[src/rtl/spi_evt_pkg.sv]
// Package: bit positions and masks shared by the SPI event controller.
// Assumes a 32-bit register word.
package spi_evt_pkg;
    localparam int unsigned REG_W   = 32;
    localparam int unsigned BIT_TIP = 31;
    localparam int unsigned BIT_LT  = 14;
    localparam int unsigned BIT_OV  = 12;
    localparam int unsigned BIT_UN  = 11;
    localparam int unsigned BIT_MME = 10;
    localparam int unsigned BIT_NE  = 9;
    localparam int unsigned BIT_NF  = 8;
    localparam int unsigned BIT_ARM = 22;

    localparam logic [REG_W-1:0] STICKY_BITS =
        (REG_W'(1) << BIT_LT) | (REG_W'(1) << BIT_OV) |
        (REG_W'(1) << BIT_UN) | (REG_W'(1) << BIT_MME);
    localparam logic [REG_W-1:0] LIVE_BITS =
        (REG_W'(1) << BIT_TIP) | (REG_W'(1) << BIT_NE) | (REG_W'(1) << BIT_NF);
    localparam logic [REG_W-1:0] EVT_BITS = STICKY_BITS | LIVE_BITS;
endpackage

[src/rtl/spi_evt_ctrl_regs.sv]
// Enable word and last-character arm flag.
// Assumes the write strobes are already decoded by address.
module spi_evt_ctrl_regs
    import spi_evt_pkg::*;
(
    input  logic             clk,
    input  logic             rst_n,
    input  logic             wr_mask,
    input  logic [REG_W-1:0] wdata,
    input  logic             arm_req,
    input  logic             fire_lt,
    output logic [REG_W-1:0] mask_q,
    output logic             armed
);
    // Enable word: keeps only the defined enable positions.
    always_ff @(posedge clk) begin
        if (!rst_n)       mask_q <= '0;
        else if (wr_mask) mask_q <= wdata & EVT_BITS;
    end

    // Arm flag: set by command, dropped when the event it waits for fires.
    always_ff @(posedge clk) begin
        if (!rst_n)       armed <= 1'b0;
        else if (arm_req) armed <= 1'b1;
        else if (fire_lt) armed <= 1'b0;
    end

    assert_arm_set_R3: assert property (@(posedge clk) disable iff (!rst_n)
        arm_req |=> armed);
    assert_arm_selfclear_R6: assert property (@(posedge clk) disable iff (!rst_n)
        (fire_lt && !arm_req) |=> !armed);
endmodule

[src/rtl/spi_evt_status.sv]
// Event word: sticky event bits plus registered live status bits.
// Assumes each event strobe lasts one cycle. A set wins over a clear on the same edge.
module spi_evt_status
    import spi_evt_pkg::*;
(
    input  logic             clk,
    input  logic             rst_n,
    input  logic [REG_W-1:0] clr_vec,
    input  logic             armed,
    input  logic             cfg_three_wire,
    input  logic             ev_char_done,
    input  logic             st_txq_empty,
    input  logic             ev_xfer_done,
    input  logic             ev_overrun,
    input  logic             ev_underrun,
    input  logic             ev_mm_err,
    input  logic             st_busy,
    input  logic             st_not_empty,
    input  logic             st_not_full,
    output logic             fire_lt,
    output logic [REG_W-1:0] evt_q
);
    logic [REG_W-1:0] set_vec;
    logic [REG_W-1:0] live_d;
    logic [REG_W-1:0] live_q;
    logic [REG_W-1:0] sticky_q;

    // Last-character trigger: which completion counts depends on the mode.
    always_comb begin
        fire_lt = armed && (cfg_three_wire ? ev_xfer_done
                                           : (ev_char_done && st_txq_empty));
    end

    // Place the strobes and levels at their bit positions.
    always_comb begin
        set_vec          = '0;
        set_vec[BIT_LT]  = fire_lt;
        set_vec[BIT_OV]  = ev_overrun;
        set_vec[BIT_UN]  = ev_underrun;
        set_vec[BIT_MME] = ev_mm_err;
        live_d           = '0;
        live_d[BIT_TIP]  = st_busy;
        live_d[BIT_NE]   = st_not_empty;
        live_d[BIT_NF]   = st_not_full;
    end

    // One flop per sticky position, chosen by the package mask.
    for (genvar g = 0; g < REG_W; g++) begin : g_sticky
        if (STICKY_BITS[g]) begin : g_flop
            // Sticky bit: set by event, cleared by writing 1.
            always_ff @(posedge clk) begin
                if (!rst_n)          sticky_q[g] <= 1'b0;
                else if (set_vec[g]) sticky_q[g] <= 1'b1;
                else if (clr_vec[g]) sticky_q[g] <= 1'b0;
            end
        end else begin : g_zero
            assign sticky_q[g] = 1'b0;
        end
    end

    // Live bits: register the status levels once per cycle.
    always_ff @(posedge clk) begin
        if (!rst_n) live_q <= '0;
        else        live_q <= live_d;
    end

    assign evt_q = sticky_q | live_q;

    assert_ov_sticky_R7: assert property (@(posedge clk) disable iff (!rst_n)
        ev_overrun |=> evt_q[BIT_OV]);
    assert_lt_needs_arm_R4: assert property (@(posedge clk) disable iff (!rst_n)
        (!armed && !evt_q[BIT_LT]) |=> !evt_q[BIT_LT]);
    assert_lt_threewire_R5: assert property (@(posedge clk) disable iff (!rst_n)
        (cfg_three_wire && !ev_xfer_done && !evt_q[BIT_LT]) |=> !evt_q[BIT_LT]);
endmodule

[src/rtl/spi_evt_irq.sv]
// Rising-edge detector on the enabled event bits. Drives a one-cycle interrupt.
// Assumes evt_q and mask_q come from registers.
module spi_evt_irq
    import spi_evt_pkg::*;
(
    input  logic             clk,
    input  logic             rst_n,
    input  logic [REG_W-1:0] evt_q,
    input  logic [REG_W-1:0] mask_q,
    output logic             irq
);
    logic [REG_W-1:0] prev_q;

    // Keep the event word from one cycle ago for edge detection.
    always_ff @(posedge clk) begin
        if (!rst_n) prev_q <= '0;
        else        prev_q <= evt_q;
    end

    // Interrupt: any enabled bit that has just gone from 0 to 1.
    always_comb begin
        irq = |(evt_q & ~prev_q & mask_q);
    end

    assert_irq_on_change_R9: assert property (@(posedge clk) disable iff (!rst_n)
        irq |-> (evt_q != $past(evt_q)));
    assert_irq_enabled_R10: assert property (@(posedge clk) disable iff (!rst_n)
        irq |-> ((evt_q & mask_q) != '0));
endmodule

[src/rtl/spi_evt_irq_ctrl.sv]
// Top: decodes the register port, joins the enable, event and interrupt logic
// and returns read data combinationally.
// Assumes the offsets are distinct and byte-aligned.
module spi_evt_irq_ctrl
    import spi_evt_pkg::*;
#(
    parameter int unsigned        ADDR_W   = 8,
    parameter logic [ADDR_W-1:0] OFS_EVT  = ADDR_W'(8'h24),
    parameter logic [ADDR_W-1:0] OFS_MASK = ADDR_W'(8'h28),
    parameter logic [ADDR_W-1:0] OFS_CMD  = ADDR_W'(8'h2C)
) (
    input  logic              clk,
    input  logic              rst_n,
    input  logic [ADDR_W-1:0] reg_addr,
    input  logic              reg_wr,
    input  logic [REG_W-1:0]  reg_wdata,
    output logic [REG_W-1:0]  reg_rdata,
    input  logic              st_busy,
    input  logic              st_not_empty,
    input  logic              st_not_full,
    input  logic              st_txq_empty,
    input  logic              ev_overrun,
    input  logic              ev_underrun,
    input  logic              ev_mm_err,
    input  logic              ev_char_done,
    input  logic              ev_xfer_done,
    input  logic              cfg_three_wire,
    output logic              irq
);
    logic             wr_evt, wr_mask, wr_cmd, arm_req, armed, fire_lt;
    logic [REG_W-1:0] clr_vec, mask_q, evt_q;

    // Address decode for writes.
    always_comb begin
        wr_evt  = reg_wr && (reg_addr == OFS_EVT);
        wr_mask = reg_wr && (reg_addr == OFS_MASK);
        wr_cmd  = reg_wr && (reg_addr == OFS_CMD);
        arm_req = wr_cmd && reg_wdata[BIT_ARM];
        clr_vec = wr_evt ? reg_wdata : '0;
    end

    spi_evt_ctrl_regs i_regs (
        .clk(clk), .rst_n(rst_n), .wr_mask(wr_mask), .wdata(reg_wdata),
        .arm_req(arm_req), .fire_lt(fire_lt), .mask_q(mask_q), .armed(armed)
    );

    spi_evt_status i_status (
        .clk(clk), .rst_n(rst_n), .clr_vec(clr_vec), .armed(armed),
        .cfg_three_wire(cfg_three_wire), .ev_char_done(ev_char_done),
        .st_txq_empty(st_txq_empty), .ev_xfer_done(ev_xfer_done),
        .ev_overrun(ev_overrun), .ev_underrun(ev_underrun), .ev_mm_err(ev_mm_err),
        .st_busy(st_busy), .st_not_empty(st_not_empty), .st_not_full(st_not_full),
        .fire_lt(fire_lt), .evt_q(evt_q)
    );

    spi_evt_irq i_irq (
        .clk(clk), .rst_n(rst_n), .evt_q(evt_q), .mask_q(mask_q), .irq(irq)
    );

    // Read mux: the command word and unmapped offsets read as zero.
    always_comb begin
        if (reg_addr == OFS_EVT)       reg_rdata = evt_q;
        else if (reg_addr == OFS_MASK) reg_rdata = mask_q;
        else                           reg_rdata = '0;
    end

    assert_rst_irq_low_R1: assert property (@(posedge clk)
        !rst_n |=> !irq);
endmodule

[config.mk]
export PLATFORM = sky130hd
export DESIGN_NAME = spi_evt_irq_ctrl
export DESIGN_NICKNAME = d
export VERILOG_FILES = /design/src/rtl/spi_evt_pkg.sv /design/src/rtl/spi_evt_ctrl_regs.sv /design/src/rtl/spi_evt_status.sv /design/src/rtl/spi_evt_irq.sv /design/src/rtl/spi_evt_irq_ctrl.sv
export SDC_FILE = /design/constraint.sdc
export NUM_CORES = 1
export LEC_CHECK = 0
export ABC_AREA = 1
export BUFFER_PORTS_ARGS = -buffer_cell sky130_fd_sc_hd__buf_2
export CORE_AREA = 5 5 82 46
export DETAILED_ROUTE_END_ITERATION = 10
export DIE_AREA = 0 0 87 51
export PLACE_DENSITY = 0.82
export SLEW_MARGIN = 20
export SYNTH_ARGS = -nofsm -noshare
export SYNTH_HDL_FRONTEND = slang
export SYNTH_SLANG_ARGS = --single-unit
[constraint.sdc]
create_clock -name clk -period 2.3 [get_ports clk]
set_input_delay 0.69 -clock clk [delete_from_list [all_inputs] [get_ports clk]]
set_output_delay 0.69 -clock clk [all_outputs]
set_load 0.05 [all_outputs]
# Word level (Yosys, flattened, before mapping)
# Index checks and enable logic that the tools add are counted.
[totals] latch_bits=0 ramBits=0 word_cells=42 mem_count=0 romBits=0 regBits=76
[op_classes] muxes=14 eq_ne=3 div_mod_pow=0 n_lt_le_gt_ge=0 multipliers=0 bitwise=4 shift=0 n_reduce_logical=12 addsub=0
[ops] op="$and A32 B32 Y32" count=2
[ops] op="$mux W32" count=2
[ops] op="$not A32 Y32" count=1
[ops] op="$or A15 B32 Y32" count=1
[ops] op="$reduce_or A32 Y1" count=1
[ops] op="$eq A8 B6 Y1 const B" count=3
[ops] op="$mux W15" count=1
[ops] op="$mux W1" count=11
[ops] op="$reduce_bool A2 Y1" count=5
[ops] op="$logic_and A1 B1 Y1" count=6

# Longest topological paths before layout
[logic_depth] ltp_word=5 mapped_depth=7

# Hierarchy
# A second synthesis with hierarchy kept.
[hier_totals] hier_cells=501 area_unflattened_um2=3241.9
[modules_own_cells] module="spi_evt_irq" instances=1 cells_per_inst=179 seq_area_each_um2=640.6 area_per_inst_um2=1305.0
[modules_own_cells] module="spi_evt_irq_ctrl" instances=1 cells_per_inst=202 seq_area_each_um2=0.0 area_per_inst_um2=1029.7
[modules_own_cells] module="spi_evt_ctrl_regs" instances=1 cells_per_inst=61 seq_area_each_um2=160.2 area_per_inst_um2=462.9
[modules_own_cells] module="spi_evt_status" instances=1 cells_per_inst=59 seq_area_each_um2=140.1 area_per_inst_um2=444.2

# Worst setup path before layout
# Ideal clock, no wire load.
[synth_path] path_type="input -> output" start="input reg_addr[0]" end="output reg_rdata[10]" t_required_ns=1.610 slack_ns=-0.611 t_arrival_ns=2.221 cell_stages=5 cell_sequence="inv_1 nand2_2 nor2_8 nand2_2 o21ai_0"
[synth_between] elab_chain_len=3 elab_cells_between_ends=4
[synth_lines] item="start, declared" line_no="spi_evt_irq_ctrl.sv:14" text="input logic [ADDR_W-1:0] reg_addr,"
[synth_lines] item="$eq A8 B6 Y1" line_no="spi_evt_irq_ctrl.sv:63" text="else if (reg_addr == OFS_MASK) reg_rdata = mask_q;"
[synth_lines] item="$mux W32" line_no="spi_evt_irq_ctrl.sv:63"
[synth_lines] item="$mux W32 *" line_no="spi_evt_irq_ctrl.sv:62" text="if (reg_addr == OFS_EVT) reg_rdata = evt_q;"
[synth_lines] item="end, declared" line_no="spi_evt_irq_ctrl.sv:17" text="output logic [REG_W-1:0] reg_rdata,"
# Mark *: on every way between the ends. The rest lies on a longest branch, timed or not.

# Worst setup path after layout
[layout_path] start="input reg_addr[0]" end="output reg_rdata[9]"
# The elaborated chain is that of the path after synthesis.

==> results.yml <==
outcome:
  status: "finished, final reports clean"
power_and_ir_drop:
  p_leak_nw: 0.8938
  p_per_area_nw_per_um2: 580.8
  vdd_drop_max_v: 0.0002998
clocking:
  post_cts_buffers: 0
  clk_pin_slew_worst_paths_ps: 80
  cts_tree: "done"
  cts_max_path_buffers: 2
  clock-root-buffer: "clkbuf_8"
  htree_levels: 1
  clkLatencyLatePin_ps: 260
  cts_buffers: 3
  cts_sinks: 22
synthesis:
  synth_edf_count: 0
  yosys_most_used_dff: "dfxtp_1"
  synth_cells: 188
  async_reset_ff_frac: 0
  ys_ff_latch: 22
  yosys_warnings: 0
  ys_types: 21
  syn_avg_cell_area_um2: 6.882
  synth_area_leaders: "dfxtp_1, buf_4, nand2_1"
  synth_top_cell_by_area: "dfxtp_1"
  mappedNetlistArea_um2: 1294
  ys_seq_area_frac: 0.3404
  yosys.area.top_type_share: 0.3404
placement:
  hpwl_mm: 2.339
  gp_congestion: 0.7591
  portBuffers: 36
  dp_slack_ps: -170.2
final_layout:
  mostFrequentLayoutCells: "nand2_1, inv_1, buf_2, conb_1, dfxtp_1"
  final_common_cell: "nand2_1"
  fin_nets: 282
  antenna_cells: 0
  syn_to_final_growth_pct: 24.27
  layout-drive-gt1-share: 0.2763
critical_path:
  crit_arrival_ps: 1580
  start_kind: "input port"
  crit_type: "in -> out"
  cp_max_fo: 7
  end_kind: "primary output"
  slowest_delay_ps: 210
  path_delay_family: "simple AND/OR/NAND/NOR gates"
  slowest_stage: "o22ai_2"
  critPathBufInv: 3
  crit_path_cell_trace: "buf_2, inv_1, nand2_2, nor2_8, nand2_4, o22ai_2, buf_6"
  cp.required_ps: 1610
run:
  maxCapViolCount: 0
floorplanning:
  std_cell_rows: 14
  die_w_um: 87
  io-pin-count: 86
  design.core.area_um2: 2925
  die_area_um2: 4437
  die_h_um: 51
  start_util: 0.4423
timing:
  worst_slack_ps: 25.90
  report.final.slew_viol_count: 0
  finalSetupViolCount: 0
  fin_crit_ps: 2274
  fmax_mhz: 439.7
  rsz0062_at_grt: "yes"
  clock_skew_ps: 0.6431
  post-route-period-util: 0.9887
  setup_tns_ps: 0
  hold_viol: 0
grt:
  gr-total-overflow: 0
  antenna_found_initial: 0
  grt_max_degree: 23
  track_usage: 0.1325
  grt_pass1_wl_mm: 4.581
  grt_pass1_vias: 1107
detailed_routing:
  wirelength_mm: 2.920
  drt-pass1-iter-count: 4
  num_vias: 1181
  post-route-drc-count: 0
  drt_iter0_drc: 43
  routed_via_density: 4.407
  wl_per_cell_um: 10.90
  antenna_left: 0
worst_hold_path:
  hold_class: "reg -> reg"
==> where the power goes <==
group	total, mW	switching (mW)	internal (mW)
clock network	0.361	0.128	0.233
registers	0.400	0.00591	0.394
logic	0.173	0.138	0.0355
==> cell type report <==
class | count | area [um^2]
inverter | 43 | 161.4
sequential | 22 | 440.4
clock inverter | 1 | 30.03
multi-input combinational | 118 | 623.1
tap | 40 | 50.05
clock buffer | 3 | 41.29
timing repair buffer | 41 | 261.5
fill | 262 | 1318
==> final timing paths <==
kind                                        end  cells after the start               start  slack, ps
worst max-delay path               reg_rdata[9]                      7         reg_addr[0]         30
worst min-delay path            i_irq.prev_q[8]                      2  i_status.live_q[8]        430
worst max register to register     i_regs.armed                      2        i_regs.armed       1600
worst min register to register  i_irq.prev_q[8]                      2  i_status.live_q[8]        430
==> what timing repair did <==
item                       CTS  global route
hold buffers                 0             0
gates resized for setup     10             6
setup endpoints to repair    7             7
gates cloned                 0             0
==> Yosys cell counts (all sizes together), types with 2 or more instances <==
library cell and instances:
nand2 48, inv 43, buf 28, dfxtp 22, nand4 11, nor2 10, nor3 8, o22ai 6
nand3 5, nand3b 2, o21ai 2
==> state kept, by name (all words and copies together), names as in the netlist <==
| name | count |
|---|---|
| i_irq.prev_q | 7 |
| i_regs.armed | 1 |
| i_regs.mask_q | 7 |
| i_status.live_q | 3 |
| i_status.sticky_q | 4 |
==> metal layers <==
layer,up-vias,part of all wire,track usage
met4,0,0.020,0.05959
met1,526,0.37,0.1272
li1,604,-,-
met5,-,0,0
met2,44,0.54,0.2708
met3,7,0.074,0.02889
==> worst register-to-register path, cell delays in order, from the launching register on <==
cell and delay [ps]:
dfxtp_1 340, nand3_1 70, a21boi_0 200
==> through the flow <==
stage	instance area [um^2]	util	cells	hold slack, ps	total power, mW
2_1_floorplan	1430	-	212	407.1	0.5763
3_3_place_gp	1485	0.5077	264	409.9	0.5760
3_5_place_dp	1485	0.5077	264	416.3	0.5800
4_1_cts	1585	0.5419	268	427.7	0.9362
5_1_grt	1608	0.5496	268	448.7	0.9700
6_report	1608	0.5496	268	428.1	0.9338
==> cells by family (layout without fill, tap and decap cells) <==
family / count (synthesis) / in the layout / share of synthesized area
DFF: 22 / 22 / 0.3404
buffers and inverters: 72 / 88 / 0.2892
AOI/OAI and AO/OA: 9 / 9 / 0.04256
other: 1 / 25 / 0.002899
and+or+nand+nor: 84 / 84 / 0.3250
Power figures use the tool's default switching activity.
